## src/rtl/cal_store_pkg.sv

```systemverilog
`timescale 1ns/1ps
package cal_store_pkg;

    // Window layout of the target's byte address space
    localparam logic [15:0] ROM_BASE   = 16'h8000;
    localparam logic [15:0] ROM_LAST   = 16'h83FF;
    localparam logic [15:0] FCAL_BASE  = 16'h8100;
    localparam logic [15:0] USR_BASE   = 16'h7000;
    localparam logic [15:0] GATE_ADDR  = 16'h6FFF;
    localparam int          USR_BYTES  = 128;
    localparam int          FCAL_BYTES = 128;

    localparam logic [7:0]  GATE_KEY   = 8'hD2;
    localparam logic [7:0]  AREA_MARK  = 8'hAD;
    localparam logic [7:0]  OPEN_BUS   = 8'hFF;

    typedef enum logic [2:0] {
        PH_IDLE,
        PH_RX,
        PH_RACK,
        PH_TX,
        PH_TACK
    } phase_e;

    typedef enum logic [1:0] {
        RL_DEV,
        RL_AHI,
        RL_ALO,
        RL_DATA
    } role_e;

endpackage

```

## src/rtl/bus_line_sampler.sv

```systemverilog
`timescale 1ns/1ps
module bus_line_sampler #(
    parameter int SYNC_STAGES = 2
) (
    input  logic clk,
    input  logic rst_n,
    input  logic scl_raw,
    input  logic sda_raw,
    output logic scl_rise,
    output logic scl_fall,
    output logic sda_bit,
    output logic start_seen,
    output logic stop_seen
);
    localparam int PIPE_W = SYNC_STAGES + 1;

    typedef struct packed {
        logic [PIPE_W-1:0] scl;
        logic [PIPE_W-1:0] sda;
    } pipe_t;

    pipe_t pipe_d, pipe_q;

    always_comb begin
        pipe_d     = pipe_q;
        pipe_d.scl = {pipe_q.scl[PIPE_W-2:0], scl_raw};
        pipe_d.sda = {pipe_q.sda[PIPE_W-2:0], sda_raw};
    end

    always_ff @(posedge clk or negedge rst_n) begin
        if (!rst_n) begin
            pipe_q <= '{scl: '1, sda: '1};
        end else begin
            pipe_q <= pipe_d;
        end
    end

    logic scl_now, scl_old, sda_now, sda_old;
    assign scl_now = pipe_q.scl[PIPE_W-2];
    assign scl_old = pipe_q.scl[PIPE_W-1];
    assign sda_now = pipe_q.sda[PIPE_W-2];
    assign sda_old = pipe_q.sda[PIPE_W-1];

    assign scl_rise   = scl_now & ~scl_old;
    assign scl_fall   = ~scl_now & scl_old;
    assign sda_bit    = sda_now;
    assign start_seen = scl_now & scl_old & sda_old & ~sda_now;
    assign stop_seen  = scl_now & scl_old & ~sda_old & sda_now;

endmodule

```

## src/rtl/cal_mem_bank.sv

```systemverilog
`timescale 1ns/1ps
module cal_mem_bank
    import cal_store_pkg::*;
#(
    parameter int USER_BYTES = USR_BYTES,
    parameter int FCAL_SPAN  = FCAL_BYTES
) (
    input  logic        clk,
    input  logic        rst_n,
    input  logic [15:0] rd_addr,
    output logic [7:0]  rd_data,
    input  logic        wr_en,
    input  logic [15:0] wr_addr,
    input  logic [7:0]  wr_data,
    output logic        wr_open
);
    localparam int          IDX_W     = $clog2(USER_BYTES);
    localparam logic [15:0] USR_LAST  = USR_BASE + 16'(USER_BYTES - 1);
    localparam logic [15:0] FCAL_LAST = FCAL_BASE + 16'(FCAL_SPAN - 1);

    // XOR of marker and body bytes 1..FCAL_SPAN-2 of the factory area
    function automatic logic [7:0] fcal_sum();
        logic [7:0] acc;
        acc = AREA_MARK;
        for (int i = 1; i < FCAL_SPAN - 1; i++) begin
            acc = acc ^ 8'(i);
        end
        return acc;
    endfunction

    localparam logic [7:0] FCAL_CHECK = fcal_sum();

    function automatic logic [7:0] rom_byte(input logic [15:0] a);
        logic [7:0] o8;
        if (a < FCAL_BASE) begin
            o8 = 8'(a - ROM_BASE);
            return ~o8;
        end else if (a <= FCAL_LAST) begin
            o8 = 8'(a - FCAL_BASE);
            if (o8 == 8'd0) return AREA_MARK;
            if (o8 == 8'(FCAL_SPAN - 1)) return FCAL_CHECK;
            return o8;
        end
        return 8'h00;
    endfunction

    // Write gate: two-process
    logic open_d, open_q;

    always_comb begin
        open_d = open_q;
        if (wr_en && wr_addr == GATE_ADDR) begin
            open_d = (wr_data == GATE_KEY);
        end
    end

    always_ff @(posedge clk or negedge rst_n) begin
        if (!rst_n) open_q <= 1'b0;
        else        open_q <= open_d;
    end

    assign wr_open = open_q;

    // User area storage
    logic [7:0]       user_q [USER_BYTES];
    logic             wr_user;
    logic [IDX_W-1:0] wr_idx;
    logic [IDX_W-1:0] rd_idx;

    assign wr_user = wr_en && open_q && (wr_addr >= USR_BASE) && (wr_addr <= USR_LAST);
    assign wr_idx  = IDX_W'(wr_addr - USR_BASE);
    assign rd_idx  = IDX_W'(rd_addr - USR_BASE);

    always_ff @(posedge clk or negedge rst_n) begin
        if (!rst_n) begin
            // all-zero body: check byte equals the marker
            for (int i = 0; i < USER_BYTES; i++) begin
                user_q[i] <= (i == 0 || i == USER_BYTES - 1) ? AREA_MARK : 8'h00;
            end
        end else if (wr_user) begin
            user_q[wr_idx] <= wr_data;
        end
    end

    always_comb begin
        if (rd_addr >= ROM_BASE && rd_addr <= ROM_LAST) begin
            rd_data = rom_byte(rd_addr);
        end else if (rd_addr >= USR_BASE && rd_addr <= USR_LAST) begin
            rd_data = user_q[rd_idx];
        end else begin
            rd_data = OPEN_BUS;
        end
    end

endmodule

```

## src/rtl/cal_store_i2c_target.sv

```systemverilog
`timescale 1ns/1ps
module cal_store_i2c_target
    import cal_store_pkg::*;
#(
    parameter logic [6:0] DEV_ADDR    = 7'h50,
    parameter int         SYNC_STAGES = 2,
    parameter int         BYTE_BITS   = 8
) (
    input  logic clk,
    input  logic rst_n,
    input  logic scl_in,
    input  logic sda_in,
    output logic sda_drive_low
);
    localparam int CNT_W = $clog2(BYTE_BITS + 1);

    typedef struct packed {
        phase_e                phase;
        role_e                 role;
        logic [CNT_W-1:0]      bits;
        logic [BYTE_BITS-1:0]  shreg;
        logic [15:0]           ptr;
        logic                  host_nack;
        logic                  wr_go;
        logic [15:0]           wr_addr;
        logic [7:0]            wr_data;
    } eng_t;

    eng_t eng_d, eng_q;

    logic scl_rise, scl_fall, sda_bit, start_seen, stop_seen;
    logic [7:0] rd_data;
    logic wr_open;

    bus_line_sampler #(.SYNC_STAGES(SYNC_STAGES)) sampler_i (
        .clk        (clk),
        .rst_n      (rst_n),
        .scl_raw    (scl_in),
        .sda_raw    (sda_in),
        .scl_rise   (scl_rise),
        .scl_fall   (scl_fall),
        .sda_bit    (sda_bit),
        .start_seen (start_seen),
        .stop_seen  (stop_seen)
    );

    cal_mem_bank mem_i (
        .clk     (clk),
        .rst_n   (rst_n),
        .rd_addr (eng_q.ptr),
        .rd_data (rd_data),
        .wr_en   (eng_q.wr_go),
        .wr_addr (eng_q.wr_addr),
        .wr_data (eng_q.wr_data),
        .wr_open (wr_open)
    );

    always_comb begin
        eng_d       = eng_q;
        eng_d.wr_go = 1'b0;
        if (stop_seen) begin
            eng_d.phase = PH_IDLE;
        end else if (start_seen) begin
            eng_d.phase = PH_RX;
            eng_d.role  = RL_DEV;
            eng_d.bits  = '0;
        end else begin
            unique case (eng_q.phase)
                PH_RX: begin
                    if (scl_rise) begin
                        eng_d.shreg = {eng_q.shreg[BYTE_BITS-2:0], sda_bit};
                        eng_d.bits  = eng_q.bits + 1'b1;
                    end else if (scl_fall && eng_q.bits == CNT_W'(BYTE_BITS)) begin
                        eng_d.bits  = '0;
                        eng_d.phase = PH_RACK;
                        unique case (eng_q.role)
                            RL_DEV: begin
                                if (eng_q.shreg[7:1] != DEV_ADDR) eng_d.phase = PH_IDLE;
                            end
                            RL_AHI: eng_d.ptr[15:8] = eng_q.shreg;
                            RL_ALO: eng_d.ptr[7:0]  = eng_q.shreg;
                            RL_DATA: begin
                                eng_d.wr_go   = 1'b1;
                                eng_d.wr_addr = eng_q.ptr;
                                eng_d.wr_data = eng_q.shreg;
                                eng_d.ptr     = eng_q.ptr + 16'd1;
                            end
                            default: ;
                        endcase
                    end
                end
                PH_RACK: begin
                    if (scl_fall) begin
                        eng_d.bits = '0;
                        if (eng_q.role == RL_DEV && eng_q.shreg[0]) begin
                            eng_d.shreg = rd_data;
                            eng_d.ptr   = eng_q.ptr + 16'd1;
                            eng_d.phase = PH_TX;
                        end else begin
                            eng_d.phase = PH_RX;
                            unique case (eng_q.role)
                                RL_DEV:  eng_d.role = RL_AHI;
                                RL_AHI:  eng_d.role = RL_ALO;
                                default: eng_d.role = RL_DATA;
                            endcase
                        end
                    end
                end
                PH_TX: begin
                    if (scl_fall) begin
                        if (eng_q.bits == CNT_W'(BYTE_BITS - 1)) begin
                            eng_d.bits  = '0;
                            eng_d.phase = PH_TACK;
                        end else begin
                            eng_d.shreg = {eng_q.shreg[BYTE_BITS-2:0], 1'b1};
                            eng_d.bits  = eng_q.bits + 1'b1;
                        end
                    end
                end
                PH_TACK: begin
                    if (scl_rise) begin
                        eng_d.host_nack = sda_bit;
                    end else if (scl_fall) begin
                        if (!eng_q.host_nack) begin
                            eng_d.shreg = rd_data;
                            eng_d.ptr   = eng_q.ptr + 16'd1;
                            eng_d.phase = PH_TX;
                        end else begin
                            eng_d.phase = PH_IDLE;
                        end
                    end
                end
                default: ;
            endcase
        end
    end

    always_ff @(posedge clk or negedge rst_n) begin
        if (!rst_n) begin
            eng_q <= '{phase: PH_IDLE, role: RL_DEV, bits: '0, shreg: '0,
                       ptr: '0, host_nack: 1'b0, wr_go: 1'b0,
                       wr_addr: '0, wr_data: '0};
        end else begin
            eng_q <= eng_d;
        end
    end

    assign sda_drive_low = (eng_q.phase == PH_RACK) ||
                           (eng_q.phase == PH_TX && !eng_q.shreg[BYTE_BITS-1]);

    // Observation points for the bound checker
    phase_e      mon_phase;
    logic        mon_wr_go;
    logic [15:0] mon_wr_addr;
    logic [7:0]  mon_wr_data;
    logic [15:0] mon_ptr;
    assign mon_phase   = eng_q.phase;
    assign mon_wr_go   = eng_q.wr_go;
    assign mon_wr_addr = eng_q.wr_addr;
    assign mon_wr_data = eng_q.wr_data;
    assign mon_ptr     = eng_q.ptr;

endmodule

```

## config.mk

```make
export PLATFORM = sky130hd
export DESIGN_NAME = cal_store_i2c_target
export DESIGN_NICKNAME = d
export VERILOG_FILES = /design/src/rtl/cal_store_pkg.sv /design/src/rtl/bus_line_sampler.sv /design/src/rtl/cal_mem_bank.sv /design/src/rtl/cal_store_i2c_target.sv
export SDC_FILE = /design/constraint.sdc
export NUM_CORES = 2
export LEC_CHECK = 0
export ABC_CLOCK_PERIOD_IN_PS = 5900
export CORE_ASPECT_RATIO = 0.7
export CORE_MARGIN = 3
export CORE_UTILIZATION = 31
export DETAILED_ROUTE_END_ITERATION = 10
export GPL_TIMING_DRIVEN = 1
export SYNTH_ARGS = -nofsm -noshare
export SYNTH_HDL_FRONTEND = slang
export SYNTH_SLANG_ARGS = --single-unit
```

## constraint.sdc

```tcl
create_clock -name clk -period 5.9 [get_ports clk]
set_clock_uncertainty 0.05 [all_clocks]
set_input_delay 1.18 -clock clk [delete_from_list [all_inputs] [get_ports clk]]
set_output_delay 1.18 -clock clk [all_outputs]
set_load 0.005 [all_outputs]
```

==> metrics.md <==
| Metric | Value |
|---|---|
| Num ports | `5` |
| First-pass GRT wire length | `221200 um` |
| CTS buffer count | `101` |
| Final instance area | `between 50000 and 60000 um^2` |
| Status | `completed` |
| Rows | `123` |
| Pleak | `between 20 and 30 nW` |
| Quantity of hold-fixing buffers added after cts | `0` |
| P_int | `~0.011 W` |
| Post-DRT Antenna Nets | `0` |
| Worst Tran Pin Value | `1.357 ns` |
| Layout cells sized above 1 | `0.5031` |
| Post-synth EDFFs | `0` |
| DRT Pass-1 Iters | `6` |
| Clock tree from TritonCTS | `built` |
| Commonest non-fill, non-tap cell in the layout | `dfrtp_1` |
| Syn nets | `3423` |
| Setup crit start kind | `register` |
| Placed insts | `5423` |
| Resize count post-CTS | `0` |
| Post-Layout Cell Count | `roughly 5600` |
| Area of the die | `168800 um^2` |
| Mapped Area | `about 51000 um^2` |
| Async set-reset flop share out of synthesis | `1.000` |
| Final Worst Setup Slack | `1.918 ns` |
| Sequential element share of the synthesized area | `0.5373` |
| Final setup fails | `0` |
| Switching share of power | `0.2221` |
| Worst Path Required | `6.45 ns` |
| Switch Pwr | `0.003282 W` |
| Final Hold Viols | `0` |
| Fmax | `approximately 250 MHz` |
| Combinational power share | `0.016` |
| Root Driver | `clkbuf_16` |
| Synthesized area per cell | `~15 um^2` |
| Vias per cell | `approximately 5.5` |
| Final Wtd Congestion | `0.9403` |
| Syn. warnings | `0` |
| Max-cap violations | `0` |
| RSZ-0062 raised after global routing | `no` |
| NumNets Final | `~3300` |
| 1st-iter DRT viols | `between 2000 and 3000` |
| CTS Buffer Depth | `3` |
| Peak supply drop | `about 240 uV` |
| Rel. slew slack | `0.09364` |
| Post-Route Setup TNS | `0 ns` |
| Post-DP Area | `approximately 53000 um^2` |
| Most frequent cells in the layout | `1063 x dfrtp_1, 1054 x mux2_2, 255 x mux4_2` |
| Largest net degree at the start of global routing | `150` |
| Area grow syn2layout | `11.78%` |
| # port buffers | `4` |
| Setup CP Type | `register to register` |
| Top_reg_cell synth | `dfrtp_1` |
| PwrDens | `260.3 nW/um^2` |
| Tcrit/Tclk final | `0.6749` |
| Seq pwr share | `0.508` |
| Wire length per cell | `between 20 and 30 um` |
| CORE AREA | `161700 um^2` |
| Vias in the first global route | `30820` |
| # DRC | `0` |
| WP data arrival | `4.53 ns` |
| Post-Route WL | `148800 um` |
| Initial Util | `0.3141` |
| Die span in y | `around 340 um` |
| Total track usage | `0.1759` |
| Final min period | `3.982 ns` |
| CTS clock-pin slew for the worst setup and hold paths | `around 0.070 ns` |
| Maximum net fanout on the critical path | `37` |
| Worst slack at placement | `2.091 ns` |
| Die W | `489.8 um` |
| HP Class | `register to register` |
| Finished Core Util | `0.3511` |
| Clock group share of total power | `0.476` |
| Max-slew violations | `0` |
| CTS H-tree lvls | `3` |
| Synthesis-stage register bit count | `1090` |
| GRT Residual Overflow | `0` |
| Netlist cell types | `between 70 and 80` |
| Vias | `between 30000 and 40000` |
| Clock Sinks | `1090` |
| Dpl hpwl | `95980 um` |
| Critical path capture point type | `register` |
| Antenna violations before repair | `7` |
| Skew-Pair Late Insertion Delay | `0.72 ns` |
| Gate Count Post-Synth | `3415` |
| Post-CTS Setup Inserts | `0` |
| FF-to-FF setup slack | `~1.9 ns` |
## cell type report
cell class	count	area [um^2]
Timing Repair Buffer	80	778.2
Tap cell	2187	2736
Inverter	12	45.04
Fill cell	15420	105000
Multi-Input combinational cell	2055	22360
Sequential cell	1090	27340
Antenna cell	1	2.502
Clock inverter	42	574.3
Clock buffer	146	2948
## power by group through the flow
stage / logic, W / registers [W] / clock network [W]
finish: 0.000239 / 0.00750 / 0.00704
floorplan: 0.0000428 / 0.00764 / 0
global placement: 0.000246 / 0.00764 / 0
CTS: 0.000248 / 0.00750 / 0.00717
global route: 0.000276 / 0.00750 / 0.00747
detailed placement: 0.000247 / 0.00764 / 0
## Yosys cell counts (13+ instances only)
library cell / n / area share
buf_2: 34 / 0.0033
dfrtp_1: 1074 / 0.53
nand2b_1: 16 / 0.0020
o21ai_0: 48 / 0.0047
o22ai_1: 25 / 0.0031
a22oi_1: 41 / 0.0061
nor2_1: 44 / 0.0033
mux2i_1: 37 / 0.0073
nand2_1: 106 / 0.0078
nand3_1: 44 / 0.0043
mux2_2: 1054 / 0.23
a21oi_1: 61 / 0.0060
buf_1: 23 / 0.0017
dfstp_2: 16 / 0.0083
clkbuf_1: 184 / 0.014
nor2_2: 98 / 0.012
nor3_1: 13 / 0.0013
nor2_4: 14 / 0.0031
mux4_2: 255 / 0.11
## kinds of logic (layout without fill, tap and decap cells)
group           Yosys count  after routing  share of synthesized area
mux                    1346           1346                     0.3540
flops                  1090           1090                     0.5373
simple gates            431            431                    0.04857
compound gates          273            273                    0.03608
buf+inv                 270            280                    0.02286
fa+ha+maj                 4              4                  0.0009853
xor+xnor                  1              1                  0.0001724
other cells               0              1                          0
## stage by stage
stage               power, W  hold slack, ns
finish               0.01478          0.3077
global route         0.01525          0.3162
CTS                  0.01492          0.3101
detailed placement  0.007887          0.2970
global placement    0.007887          0.2994
floorplan           0.007679          0.2952
## flip-flops by register name, summed over array words and instances (netlist names), 2 cells and up
signal,count
sampler_i.pipe_q,2
eng_q,15
mon_wr_addr,16
mon_phase,3
mon_wr_data,8
mon_ptr,16
sampler_i.pipe_d,3
mem_i.user_q,1024
## per-layer routing
metal | GRT usage | share of wire | routed length [um] | vias to the layer above
li1 | - | - | - | 12620
met1 | 0.2788 | 0.49 | 72890 | 16770
met2 | 0.2267 | 0.39 | 58030 | 1118
met3 | 0.05487 | 0.099 | 14680 | 200
met4 | 0.04267 | 0.021 | 3149 | 2
met5 | 0 | 0.000087 | 13 | -
## path summary, 6_finish.rpt
| kind | startpoint | to | depth (start not counted) |
|---|---|---|---|
| setup / recovery | mon_ptr[0]$_DFFE_PN0P_ | eng_q[44]$_DFFE_PN0P_ | 7 |
| hold / removal | sampler_i.pipe_d[1]$_DFF_PN1_ | sampler_i.sda_bit$_DFF_PN1_ | 0 |
| setup reg to reg | mon_ptr[0]$_DFFE_PN0P_ | eng_q[44]$_DFFE_PN0P_ | 7 |
| hold reg to reg | sampler_i.pipe_d[1]$_DFF_PN1_ | sampler_i.sda_bit$_DFF_PN1_ | 0 |
| max in group asynchronous | rst_n | mem_i.user_q[946]$_DFFE_PN0P_ | 2 |
| min in group asynchronous | rst_n | mem_i.user_q[168]$_DFFE_PN0P_ | 1 |
## critical path: stages, from the launching register on
cell and delay (ns):
dfrtp_4 1.05, buf_4 0.40, mux4_2 0.56, a2bb2oi_1 0.15, a21oi_1 0.60, o21ai_0 0.23, a2111o_1 0.45, a221o_1 0.33
(Power assumes the default switching activity.)
